[src/rtl/clkdiv_pkg.sv]
package clkdiv_pkg;

   // Count register width for a modulo-n counter (at least one bit).
   function automatic int unsigned cnt_width(input int unsigned n);
      return (n > 1) ? $clog2(n) : 1;
   endfunction

   // Two-state toggle machine encoding.
   typedef enum logic {
      TS_LOW  = 1'b0,
      TS_HIGH = 1'b1
   } tog_state_e;

endpackage

[src/rtl/cascade_stage.sv]
module cascade_stage
   import clkdiv_pkg::*;
#(
   parameter int unsigned MODULUS = 10
) (
   input  logic clk,
   input  logic clr,
   input  logic ce,
   output logic tc
);

   localparam int unsigned W    = cnt_width(MODULUS);
   localparam logic [W-1:0] LAST = W'(MODULUS - 1);

   generate
      if (MODULUS < 2) begin : g_bad_modulus
         $error("cascade_stage: MODULUS must be at least 2");
      end
   endgenerate

   logic [W-1:0] cnt_q;
   logic [W-1:0] cnt_d;
   logic         at_last;

   // Next-state and output logic.
   always_comb begin
      at_last = (cnt_q == LAST);
      cnt_d   = cnt_q;
      if (ce) begin
         cnt_d = at_last ? '0 : cnt_q + 1'b1;
      end
      tc = ce & at_last;
   end

   // State register with asynchronous clear.
   always_ff @(posedge clk or posedge clr) begin
      if (clr) cnt_q <= '0;
      else     cnt_q <= cnt_d;
   end

   // after a terminal count the stage restarts at zero
   a_r2_wrap_to_zero: assert property (@(posedge clk) disable iff (clr)
      tc |=> (cnt_q == '0));

   // the count never leaves the range 0..MODULUS-1
   a_r2_in_range: assert property (@(posedge clk) disable iff (clr)
      cnt_q <= LAST);

   // a disabled stage keeps its count
   a_r3_hold_when_idle: assert property (@(posedge clk) disable iff (clr)
      !ce |=> $stable(cnt_q));

endmodule

[src/rtl/toggle_fsm.sv]
module toggle_fsm
   import clkdiv_pkg::*;
(
   input  logic clk,
   input  logic clr,
   input  logic t,
   output logic q
);

   tog_state_e st_q;
   tog_state_e st_d;

   // Next-state logic.
   always_comb begin
      unique case (st_q)
         TS_LOW:  st_d = t ? TS_HIGH : TS_LOW;
         TS_HIGH: st_d = t ? TS_LOW  : TS_HIGH;
         default: st_d = TS_LOW;
      endcase
   end

   // State register with asynchronous clear.
   always_ff @(posedge clk or posedge clr) begin
      if (clr) st_q <= TS_LOW;
      else     st_q <= st_d;
   end

   // Output logic.
   assign q = (st_q == TS_HIGH);

   // each toggle request flips the level on the next edge
   a_r6_flip_on_request: assert property (@(posedge clk) disable iff (clr)
      t |=> (q != $past(q)));

   // without a request the level holds
   a_r6_hold_otherwise: assert property (@(posedge clk) disable iff (clr)
      !t |=> $stable(q));

endmodule

[src/rtl/sync_divider_chain.sv]
module sync_divider_chain
   import clkdiv_pkg::*;
#(
   parameter int unsigned PRE_DIV  = 25,
   parameter int unsigned MID_DIV  = 1007,
   parameter int unsigned DEC_DIV  = 10,
   parameter int unsigned SLOW_DIV = 20,
   parameter int unsigned HALF_DIV = 50
) (
   input  logic clk,
   input  logic clr,
   output logic pulse_100hz,
   output logic pulse_5hz,
   output logic square_1hz
);

   localparam int unsigned NSER = 3;
   localparam int unsigned SERIAL_DIV [NSER] = '{PRE_DIV, MID_DIV, DEC_DIV};

   // en[i] enables serial stage i; en[NSER] is the base strobe.
   logic [NSER:0] en;
   logic          half_tick;

   assign en[0] = 1'b1;

   generate
      for (genvar i = 0; i < NSER; i++) begin : g_serial
         cascade_stage #(.MODULUS(SERIAL_DIV[i])) u_stage (
            .clk (clk),
            .clr (clr),
            .ce  (en[i]),
            .tc  (en[i+1])
         );
      end
   endgenerate

   assign pulse_100hz = en[NSER];

   // Branch stages run side by side off the base strobe.
   cascade_stage #(.MODULUS(SLOW_DIV)) u_slow (
      .clk (clk),
      .clr (clr),
      .ce  (pulse_100hz),
      .tc  (pulse_5hz)
   );

   cascade_stage #(.MODULUS(HALF_DIV)) u_half (
      .clk (clk),
      .clr (clr),
      .ce  (pulse_100hz),
      .tc  (half_tick)
   );

   toggle_fsm u_toggle (
      .clk (clk),
      .clr (clr),
      .t   (half_tick),
      .q   (square_1hz)
   );

   // the slow strobe coincides with a base strobe
   a_r5_slow_on_base: assert property (@(posedge clk) disable iff (clr)
      pulse_5hz |-> pulse_100hz);

   // the base strobe is never two cycles long
   a_r4_single_cycle: assert property (@(posedge clk) disable iff (clr)
      pulse_100hz |=> !pulse_100hz);

   // the square wave only moves on a half-period tick
   a_r6_edge_needs_tick: assert property (@(posedge clk) disable iff (clr)
      !half_tick |=> $stable(square_1hz));

endmodule

[config.mk]
export PLATFORM = sky130hd
export DESIGN_NAME = sync_divider_chain
export DESIGN_NICKNAME = d
export VERILOG_FILES = /design/src/rtl/clkdiv_pkg.sv /design/src/rtl/cascade_stage.sv /design/src/rtl/toggle_fsm.sv /design/src/rtl/sync_divider_chain.sv
export SDC_FILE = /design/constraint.sdc
export NUM_CORES = 1
export LEC_CHECK = 0
export BUFFER_PORTS_ARGS = -buffer_cell sky130_fd_sc_hd__buf_2
export CORE_ASPECT_RATIO = 0.7
export CORE_MARGIN = 2
export CORE_UTILIZATION = 35
export CTS_BUF_LIST = sky130_fd_sc_hd__clkbuf_8
export CTS_CLUSTER_SIZE = 28
export DETAILED_ROUTE_END_ITERATION = 10
export HOLD_SLACK_MARGIN = 0.12
export PLACE_DENSITY_LB_ADDON = 0.08
export SLEW_MARGIN = 20
export SYNTH_ARGS = -nofsm -noshare
export SYNTH_HDL_FRONTEND = slang
export SYNTH_HIERARCHICAL = 1
export SYNTH_SLANG_ARGS = --single-unit
[constraint.sdc]
create_clock -name clk -period 3.3 [get_ports clk]
set_input_delay 0.33 -clock clk [delete_from_list [all_inputs] [get_ports clk]]
set_output_delay 0.33 -clock clk [all_outputs]
set_load 0.03 [all_outputs]
==> flow_summary.yaml <==
global_routing:
  grt_util_met1_pct: 20.3
  grtUsageMet3_pct: 4.08
  antenna_found_initial: 0
  grt_pass1_wl_mm: 5.28
  gr-max-usage-layer: "met1"
  use_met2_pct: 17.4
  overflow: 0
  grt_max_degree: 12
  grt_pass1_vias: 1071
  grtUsageTotal_pct: 13.5
finish:
  final_area_sq_um: 1800
  fin_nets: 181
  layout-drive-gt1-share_pct: 11.7
  antenna_cells: 0
  syn2layout_area_growth_pct: 11.5
  fin_cells: 226
  final_util_pct: 41.1
  ff_latch_area_sq_um: 776
  multiInputGateArea_sq_um: 761
  fillerInstances: 418
cts:
  clkLatencyLatePin_ns: 0.28
  cts-root-buf: "clkbuf_8"
  cts_tree: "done"
  cts_made_buffers: 5
  clockBufferDepth: 2
  cts_sinks: 31
  h-tree-depth: 2
  cts_resized: 0
  clk_pin_slew_ns: 0.06
critical_path:
  rr_startpoint: "g_serial[0].u_stage/cnt_q[0]$_DFFE_PP0P_"
  slowest_delay_ns: 0.43
  worstSetupStartpointType: "register"
  crit_path_end_kind: "output pin"
  rrSetupSlack_ns: 0.68
  arrival_ns: 2.56
  required_ns: 2.97
  path_cells: "inv_1 -> ha_1 -> nand4_1 -> nor2_2 -> nand3_2 -> nor3_2 -> nand2_2 -> nor4_4 -> and2_1 -> buf_2"
  slowest_stage: "nor4_4"
  crit_fanout: 11
  rr_endpoint: "u_toggle/q$_DFF_PP0_"
  worstSetupPathType: "register to output pin"
  reg2reg_depth: 10
logic_synthesis:
  synth_top_family_by_area: "simple AND/OR/NAND/NOR gates"
  ys.flop_type: "dfrtp_1"
  syn-cell-area_sq_um: 1610
  synth_fa_ha_area_share_pct: 5.43
  synth-xor-area-share_pct: 8.15
  synth_simple_gate_area_share_pct: 20.3
  synth.mux.area_fraction_pct: 0.698
  yosysWarnings: 6
  ys_ff_latch: 31
  ys_seq_area_share_pct: 48.1
  synth_edf_count: 0
  syn_area_per_cell_sq_um: 10.1
  synth_compound_area_share_pct: 11.4
  async_flop_share_pct: 100
  syn_nets: 169
  ys_types: 37
  syn_inst: 160
min_path:
  min_path_cells: 1
  hp-start: "u_toggle/q$_DFF_PP0_"
  min_to: "u_toggle/q$_DFF_PP0_"
  min_path_type: "register to register"
drt:
  drc: 0
  ant_nets: 0
  first_pass_iters: 4
  vias: 1158
  viasPerCell: 5.12
  wirelength_mm: 2.98
  drt_iter0_markers: 76
  post_drt_wl_per_cell_um: 13.2
timing:
  setup-tns-final_ns: 0
  fin_crit_ns: 2.89
  slew_headroom_pct: 63.3
  fin_crit_sh_pct: 87.6
  hold_viol_final: 0
  rsz0062_at_grt: "no"
  fmax_ghz: 0.346
  tightest_slew_ns: 0.546
  fin_ws_ns: 0.409
  drv_slew: 0
  finClkSkew_ns: 0.00170
  fin_hold_ws_ns: 0.470
  setup_viol: 0
floorplan:
  initial_core_util_pct: 36.8
  rows: 20
  ioPinCount: 5
  floorplan.die.height_um: 60.8
  design.core.area_sq_um: 4380
  die-area_sq_um: 5180
  die_w_um: 85.1
place:
  gp_congestion: 0.770
  io_buffers: 4
  dp_slack_ns: 0.666
  hpwlAfterDp_mm: 2.16
  placed_cells: 219
  post_dp_cell_area_sq_um: 1720
outcome:
  outcome: "completed"
flow_run:
  maxCapViolCount: 0
power_and_ir_drop:
  p_total_mw: 0.902
  ir_drop_v: 0.000233
  cellPowerDensity_nw_per_um2: 502
  p_leak_nw: 0.824
[critical path, delay by kind of cell, from the launching register on]
kind / cells / cell delay (ns)
flops: 1 / 0.42
buf+inv: 2 / 0.26
simple gates: 7 / 1.44
fa+ha+maj: 1 / 0.16
[cell usage in the layout, fill, tap and decap left out, types with 2 or more instances in the layout]
master      n
dfrtp_1    31
inv_1      19
nor2_1     11
nand2_1     9
nand4_1     8
xor2_1      8
o21ai_0     8
xnor2_1     7
ha_1        7
nand3_1     6
clkbuf_8    5
nand4b_1    5
a21oi_1     5
buf_2       4
or3_1       3
a21o_1      3
a211oi_1    3
buf_4       3
nor2_2      2
nand3b_1    2
or4_1       2
o2bb2ai_1   2
o21ai_1     2
[final cells by class]
| type | count | area share [%] |
|---|---|---|
| inverter | 18 | 3.76 |
| sequential | 31 | 43.1 |
| clock buffer | 5 | 3.83 |
| multi-input combinational | 108 | 42.3 |
| clock inverter | 1 | 0.209 |
| timing repair buffer | 8 | 2.92 |
| tap | 55 | 3.83 |
[registers in the layout, indices dropped and copies added, names as in the netlist]
register and count:
u_slow/cnt_q 5, g_serial.u_stage/cnt_q 19, u_toggle/q 1, u_half/cnt_q 6
[cells by family after synthesis]
| family | Yosys count |
|---|---|
| XOR/XNOR | 15 |
| adder cells (fa/ha/maj) | 7 |
| multiplexers | 1 |
| other | 1 |
| AND/OR/NAND/NOR | 56 |
| AO/OA/AOI/OAI | 28 |
| flip-flops | 31 |
| buffers and inverters | 21 |
[synthesized netlist by cell type (all sizes together), types with 2 or more instances]
cell type | n | share of area (%)
nand2 | 10 | 2.5
nand3b | 2 | 0.93
nand3 | 7 | 2.5
or4 | 2 | 0.93
a21oi | 5 | 1.6
o21ai | 10 | 3.1
nand4b | 5 | 2.7
xnor2 | 7 | 3.8
o2bb2ai | 2 | 1.1
a21o | 3 | 1.4
or3 | 3 | 1.2
nor4 | 2 | 0.78
buf | 3 | 1.5
nand4 | 8 | 3.1
a211oi | 4 | 2.2
dfrtp | 31 | 48
nor2 | 13 | 3.3
ha | 7 | 5.4
xor2 | 8 | 4.3
inv | 18 | 4.2
[what timing repair did]
| item | CTS | global route |
|---|---|---|
| hold buffers | 1 | 0 |
| setup buffers | 0 | 0 |
| endpoints found under the setup margin | 0 | 0 |
| hold endpoints to repair | 26 | 0 |
[worst max path at each step]
stage,start,endpoint,slack (ns),cells past startpoint
after detailed placement,g_serial[0].u_stage/cnt_q[0]$_DFFE_PP0P_,u_toggle/q$_DFF_PP0_,0.67,10
after floorplan,g_serial[0].u_stage/cnt_q[0]$_DFFE_PP0P_,u_half/cnt_q[5]$_DFFE_PP0P_,0.02,13
after global placement,g_serial[0].u_stage/cnt_q[0]$_DFFE_PP0P_,u_half/cnt_q[5]$_DFFE_PP0P_,0.73,11
final,g_serial[0].u_stage/cnt_q[0]$_DFFE_PP0P_,pulse_5hz,0.41,10
after CTS,g_serial[0].u_stage/cnt_q[0]$_DFFE_PP0P_,pulse_5hz,0.37,10
after global routing,g_serial[0].u_stage/cnt_q[0]$_DFFE_PP0P_,pulse_5hz,0.16,10
[where the power goes]
| group | internal (mW) | switching [mW] | total (mW) |
|---|---|---|---|
| registers | 0.427 | 0.0560 | 0.483 |
| clock network | 0.137 | 0.132 | 0.269 |
| logic | 0.0687 | 0.0817 | 0.150 |
| total | 0.633 | 0.269 | 0.902 |
[metal layers]
metal / up-vias / wire length, um / share of wire [%]
met1: 545 / 1650 / 56
met2: 24 / 1150 / 38
met5: - / 0 / 0
met3: 7 / 125 / 4.2
met4: 0 / 55 / 1.8
li1: 582 / - / -
Power figures use the tool's default switching activity.
